$ cat src/rtl/mac_pkg.sv
// Package: shared widths and the result record passed from the
// next-state logic to the top-level registers.
// Assumes: the accumulator is at least as wide as the product.
package mac_pkg;
    localparam int OP_W  = 16;
    localparam int HI_W  = 10;
    localparam int LO_W  = 32;
    localparam int ACC_W = HI_W + LO_W;
    localparam int PRD_W = 2 * OP_W;

    typedef struct packed {
        logic [ACC_W-1:0] acc;
        logic             ovf;
        logic             neg;
        logic             zero;
    } mac_res_t;
endpackage

$ cat src/rtl/mac_mult.sv
// Module: signed multiplier, purely combinational.
// Assumes: both operands are two's complement; the product is full width.
module mac_mult #(
    parameter int OP_W = 16,
    localparam int PRD_W = 2 * OP_W
) (
    input  logic [OP_W-1:0]  a_i,
    input  logic [OP_W-1:0]  b_i,
    output logic [PRD_W-1:0] prod_o
);
    // Full-width signed product.
    always_comb begin
        prod_o = PRD_W'($signed(a_i) * $signed(b_i));
    end
endmodule

$ cat src/rtl/mac_next.sv
// Module: computes the accumulate sum and its overflow, then picks
// the clamped (saturating) or wrapped result.
// Assumes: PRD_W < ACC_W, and LO_W < ACC_W so that a clamp fits.
module mac_next #(
    parameter int ACC_W = 42,
    parameter int LO_W  = 32,
    parameter int PRD_W = 32,
    localparam int SUM_W = ACC_W + 1
) (
    input  logic [ACC_W-1:0] acc_i,
    input  logic [PRD_W-1:0] prod_i,
    input  logic             sat_i,
    output logic [ACC_W-1:0] acc_o,
    output logic             ovf_o
);
    localparam logic signed [SUM_W-1:0] SAT_MAX =
        {{(SUM_W-LO_W+1){1'b0}}, {(LO_W-1){1'b1}}};
    localparam logic signed [SUM_W-1:0] SAT_MIN =
        {{(SUM_W-LO_W+1){1'b1}}, {(LO_W-1){1'b0}}};

    logic signed [SUM_W-1:0] sum;
    logic                    above, below, wrap_ovf;

    // Extended-width sum so that no overflow is lost.
    always_comb begin
        sum = $signed({acc_i[ACC_W-1], acc_i})
            + $signed({{(SUM_W-PRD_W){prod_i[PRD_W-1]}}, prod_i});
    end

    // Range tests for both modes.
    always_comb begin
        above    = (sum > SAT_MAX);
        below    = (sum < SAT_MIN);
        wrap_ovf = (sum[SUM_W-1] != sum[SUM_W-2]);
    end

    // Result selection: clamp in saturating mode, wrap otherwise.
    always_comb begin
        if (sat_i) begin
            ovf_o = above | below;
            if (above)      acc_o = SAT_MAX[ACC_W-1:0];
            else if (below) acc_o = SAT_MIN[ACC_W-1:0];
            else            acc_o = sum[ACC_W-1:0];
        end else begin
            ovf_o = wrap_ovf;
            acc_o = sum[ACC_W-1:0];
        end
    end
endmodule

$ cat src/rtl/mac_flags.sv
// Module: derives the negative and zero flags of an accumulate result
// from the rule of the active mode.
// Assumes: res_i is already clamped or wrapped.
module mac_flags #(
    parameter int ACC_W = 42,
    parameter int LO_W  = 32
) (
    input  logic [ACC_W-1:0] res_i,
    input  logic             sat_i,
    output logic             neg_o,
    output logic             zero_o
);
    // Saturating mode looks at the low word only; wrapping at all bits.
    always_comb begin
        if (sat_i) begin
            neg_o  = res_i[LO_W-1];
            zero_o = (res_i[LO_W-1:0] == '0);
        end else begin
            neg_o  = res_i[ACC_W-1];
            zero_o = (res_i == '0);
        end
    end
endmodule

$ cat src/rtl/mac_sat_unit.sv
// Module: top of the multiply-accumulate unit. It holds the accumulator and
// the three flags, and applies commands in the order clear, load, accumulate.
// Assumes: commands are single-cycle strobes sampled on the rising edge.
module mac_sat_unit
    import mac_pkg::*;
(
    input  logic            clk,
    input  logic            rst_n,
    input  logic            sat_mode,
    input  logic            clr,
    input  logic            load_hi,
    input  logic            load_lo,
    input  logic [LO_W-1:0] load_data,
    input  logic            acc_valid,
    input  logic [OP_W-1:0] op_a,
    input  logic [OP_W-1:0] op_b,
    output logic [HI_W-1:0] mac_hi,
    output logic [LO_W-1:0] mac_lo,
    output logic            flag_n,
    output logic            flag_z,
    output logic            flag_v
);
    logic [ACC_W-1:0] acc_q;
    logic             n_q, z_q, v_q;
    logic [PRD_W-1:0] prod;
    mac_res_t         nxt;
    logic             any_load;

    mac_mult #(.OP_W(OP_W)) u_mult (
        .a_i    (op_a),
        .b_i    (op_b),
        .prod_o (prod)
    );

    mac_next #(.ACC_W(ACC_W), .LO_W(LO_W), .PRD_W(PRD_W)) u_next (
        .acc_i  (acc_q),
        .prod_i (prod),
        .sat_i  (sat_mode),
        .acc_o  (nxt.acc),
        .ovf_o  (nxt.ovf)
    );

    mac_flags #(.ACC_W(ACC_W), .LO_W(LO_W)) u_flags (
        .res_i  (nxt.acc),
        .sat_i  (sat_mode),
        .neg_o  (nxt.neg),
        .zero_o (nxt.zero)
    );

    // Either half being written counts as a load.
    always_comb any_load = load_hi | load_lo;

    // Accumulator and flag registers with command priority.
    always_ff @(posedge clk) begin
        if (!rst_n) begin
            acc_q <= '0;
            n_q   <= 1'b0;
            z_q   <= 1'b0;
            v_q   <= 1'b0;
        end else if (clr) begin
            acc_q <= '0;
            v_q   <= 1'b0;
        end else if (any_load) begin
            if (load_hi) acc_q[ACC_W-1:LO_W] <= load_data[HI_W-1:0];
            if (load_lo) acc_q[LO_W-1:0]     <= load_data;
            v_q <= 1'b0;
        end else if (acc_valid) begin
            acc_q <= nxt.acc;
            n_q   <= nxt.neg;
            z_q   <= nxt.zero;
            v_q   <= v_q | nxt.ovf;
        end
    end

    // Output mapping.
    always_comb begin
        mac_hi = acc_q[ACC_W-1:LO_W];
        mac_lo = acc_q[LO_W-1:0];
        flag_n = n_q;
        flag_z = z_q;
        flag_v = v_q;
    end

    AST_CLR_ZERO: assert property (@(posedge clk) disable iff (!rst_n)
        clr |=> (mac_hi == '0 && mac_lo == '0 && !flag_v));
    AST_SAT_RANGE: assert property (@(posedge clk) disable iff (!rst_n)
        (acc_valid && sat_mode && !clr && !any_load)
        |=> (mac_hi == {HI_W{mac_lo[LO_W-1]}}));
    AST_V_STICKY: assert property (@(posedge clk) disable iff (!rst_n)
        (flag_v && !clr && !any_load) |=> flag_v);
    AST_SAT_ZERO: assert property (@(posedge clk) disable iff (!rst_n)
        (acc_valid && sat_mode && !clr && !any_load)
        |=> (flag_z == (mac_lo == '0)));
    AST_LOAD_CLR_V: assert property (@(posedge clk) disable iff (!rst_n)
        (any_load && !clr) |=> !flag_v);
    AST_IDLE_HOLD: assert property (@(posedge clk) disable iff (!rst_n)
        (!clr && !any_load && !acc_valid)
        |=> ($stable(mac_hi) && $stable(mac_lo) && $stable(flag_n)
             && $stable(flag_z) && $stable(flag_v)));
endmodule

$ cat config.mk
export PLATFORM = sky130hd
export DESIGN_NAME = mac_sat_unit
export DESIGN_NICKNAME = d
export VERILOG_FILES = /design/src/rtl/mac_pkg.sv /design/src/rtl/mac_mult.sv /design/src/rtl/mac_next.sv /design/src/rtl/mac_flags.sv /design/src/rtl/mac_sat_unit.sv
export SDC_FILE = /design/constraint.sdc
export NUM_CORES = 1
export LEC_CHECK = 0
export ABC_CLOCK_PERIOD_IN_PS = 19320
export BUFFER_PORTS_ARGS = -buffer_cell sky130_fd_sc_hd__buf_2
export CAP_MARGIN = 40
export CORE_MARGIN = 5
export CORE_UTILIZATION = 25
export DETAILED_ROUTE_END_ITERATION = 8
export HOLD_SLACK_MARGIN = 0.05
export PLACE_DENSITY_LB_ADDON = 0.05
export SLEW_MARGIN = 20
export SYNTH_ARGS = -nofsm -noshare
export SYNTH_HDL_FRONTEND = slang
export SYNTH_SLANG_ARGS = --single-unit
export TNS_END_PERCENT = 5
$ cat constraint.sdc
create_clock -name clk -period 19.32 [get_ports clk]
set_input_delay 3.864 -clock clk [delete_from_list [all_inputs] [get_ports clk]]
set_output_delay 3.864 -clock clk [all_outputs]
set_load 0.01 [all_outputs]
==> reports/metrics.yaml <==
worst_setup_path_type: "input port to flip-flop"
hold-path-endpoint: "flag_n"
cts.repair_timing.setup_buffer_count: 0
worst_slew_slack_as_a_fraction_of_its_limit_pct: 41.7
setup_ws_ns: 6.25
wire_per_inst_um: 21.9
ctsLongestPathBuffers: 2
die_h_um: 268
layout_common_cells: "inv_1 (419), fa_1 (342), nand2_1 (182), and2_1 (125), ha_1 (124)"
rows: 94
post_synth_num_cell_types: 87
post_dp_cell_area_sq_mm: 0.0181
timing.hold.worst_path_depth: 2
post_cts_resized: 0
maximum_number_of_pins_on_one_net_before_global_route_repair: 46
grt.total_usage_pct: 17.6
boundaryPins: 116
post-route-drc-count: 0
post_synth_inst_count: 1928
layout.filler_cells: 7224
vias: 13628
synth-seq-area-share_pct: 5.41
finalSetupViolations: 0
worst-slew-pin-transition_ns: 0.869
layout-drive-gt1-share_pct: 9.43
critical_path.max_fanout: 16
synth_edf_count: 0
timing.critical_path.arrival_ns: 13.27
drt_wl_total_um: 62300
tritoncts: "built"
antenna_left: 0
worstReg2RegStart: "acc_q[15]"
reg2reg_to: "acc_q[14]"
vias_per_cell: 4.79
chipWidth_um: 268
cp-end-kind: "flip-flop"
whs_ns: 0.556
timing.fmax_ghz: 0.0765
firstDrtPassIters: 5
mappedNetlistNets: 2465
worst_path_largest_cell_delay_ns: 0.87
first_iter_violations: 732
post_synth.cell_area_avg_sq_um: 8.63
ys_dominant_reg_cell: "dfxtp_1"
cts.root.buffer_cell: "clkbuf_16"
fin_worst_skew_ns: 0.00830
grt_pass1_vias: 14675
post_synthesis_to_final_layout_area_growth_pct: 9.58
timing.hold.worst.start: "flag_n"
numPortBuffers: 115
clk_lat_worst_skew_ns: 0.31
grt_first_pass_wirelength_um: 96000
place.detailed.hpwl_um: 54200
globalplace.congestion: 0.844
fp.coreArea_sq_mm: 0.0659
grt_setup_unrepaired: "no"
asr_flop_ratio_synth_pct: 0
fin_crit_sh_pct: 67.6
report.final.hold_viol_count: 0
ys_ff_latch: 45
layout_commonest_cell: "inv_1"
rr_worst_depth: 25
crit_required_ns: 19.53
clock_sink_count: 45
timing.final.max_slew_violations: 0
final_cell_area_sq_mm: 0.0182
antennaDiodeCount: 0
critPathLaunchType: "input port"
ys.warnings.count: 0
preCtsSetupSlack_ns: 6.00
finalSetupTns_ns: 0
cap_violations: 0
synth_area_sq_mm: 0.0166
post-route-min-period_ns: 13.07
antenna_found_initial: 0
min-delay-path-class: "flip-flop to flip-flop"
minimum_setup_slack_among_reg_to_reg_paths_ns: 10.76
hold_buffers: 0
worst_path_max_delay_cell: "fa_1"
global_route.overflow_total: 0
design.die.area_sq_mm: 0.0718
initial_utilization_pct: 25.3
clkSlewWorstSetupHoldPaths_ns: 0.08
num-nets-final: 2518
cts_buffers: 5
cts.htree.levels: 2
result_of_the_run: "complete, no violations"
cells in the mapped netlist, types with 4 or more instances:
master | count | share of area (%)
o31ai_1 | 5 | 0.23
o21bai_1 | 5 | 0.23
xor2_1 | 9 | 0.47
buf_4 | 4 | 0.18
a211oi_2 | 10 | 0.75
nor4_1 | 16 | 0.60
o21a_1 | 15 | 0.68
ha_1 | 124 | 9.3
nor3_1 | 21 | 0.63
a211oi_1 | 10 | 0.45
inv_1 | 419 | 9.5
o21ai_0 | 41 | 1.2
buf_2 | 24 | 0.72
nand3_1 | 24 | 0.72
dfxtp_1 | 45 | 5.4
and2_1 | 125 | 4.7
a31oi_1 | 8 | 0.30
o21ai_1 | 23 | 0.69
mux2i_1 | 17 | 1.0
a21o_1 | 12 | 0.54
clkbuf_1 | 54 | 1.2
a221oi_1 | 5 | 0.26
nand2b_1 | 7 | 0.26
and3_1 | 6 | 0.23
o22ai_1 | 6 | 0.23
a21oi_1 | 119 | 3.6
a2111oi_0 | 6 | 0.32
xnor2_1 | 19 | 1.0
o221ai_1 | 11 | 0.58
a21oi_2 | 4 | 0.21
nand2_1 | 182 | 4.1
o211ai_1 | 9 | 0.41
mux2_2 | 7 | 0.47
fa_1 | 342 | 41
o211a_1 | 5 | 0.30
nand4_1 | 16 | 0.60
or2_2 | 4 | 0.15
a21boi_1 | 4 | 0.18
and4_1 | 6 | 0.32
nor2_1 | 85 | 1.9
metal layers:
metal	GRT usage (%)	share of wire, %	up-vias
met3	1.42	3.7	48
met1	26.2	49	7021
li1	-	-	6230
met4	2.02	1.1	0
met2	28.9	47	329
met5	0	0	-
cell families (layout without fill, tap and decap cells):
group                    Yosys count  count (layout)  synth area share [%]
AO/OA/AOI/OAI                    342             342                  13.8
XOR/XNOR                          28              28                  1.47
buffers and inverters            506             560                  11.7
flip-flops                        45              45                  5.41
adder cells (fa/ha/maj)          466             466                  50.5
AND/OR/NAND/NOR                  517             517                  15.6
multiplexers                      24              24                  1.50
registers in the layout, indices dropped and copies added (netlist names):
register and count:
flag_z 1, flag_n 1, acc_q 42, flag_v 1
layout make-up:
type / count / area (sq um) / area share [%]
inverter: 420 / 1580 / 8.64
sequential: 45 / 901 / 4.94
clock inverter: 2 / 37.5 / 0.206
tap: 864 / 1080 / 5.93
clock buffer: 6 / 139 / 0.762
timing repair buffer: 132 / 706 / 3.87
multi-input combinational: 1377 / 13800 / 75.7
how the worst max path moves through the flow:
stage,from,end,slack [ns]
3_5_place_dp,op_b[1],acc_q[14],6.00
4_1_cts,op_b[1],acc_q[14],6.31
3_3_place_gp,op_b[1],acc_q[14],5.93
5_1_grt,op_b[1],acc_q[14],5.76
2_1_floorplan,op_a[15],acc_q[23],7.82
6_report,op_b[1],acc_q[14],6.25
stage by stage:
stage | std cells | util, %
after global routing | 2846 | 27.7
after CTS | 2846 | 27.7
after detailed placement | 2838 | 27.4
after global placement | 2835 | 27.4
after floorplan | 1928 | -
final | 2846 | 27.7
worst max-delay path, delay by kind of cell:
family                   cells  cell delay (ns)
AO/OA/AOI/OAI                7             2.20
buffers and inverters        9             1.09
AND/OR/NAND/NOR              6             1.73
adder cells (fa/ha/maj)      8             4.36
Power is not shown: default switching activity piles up to over one toggle a cycle in this logic, so the estimate is an artifact.
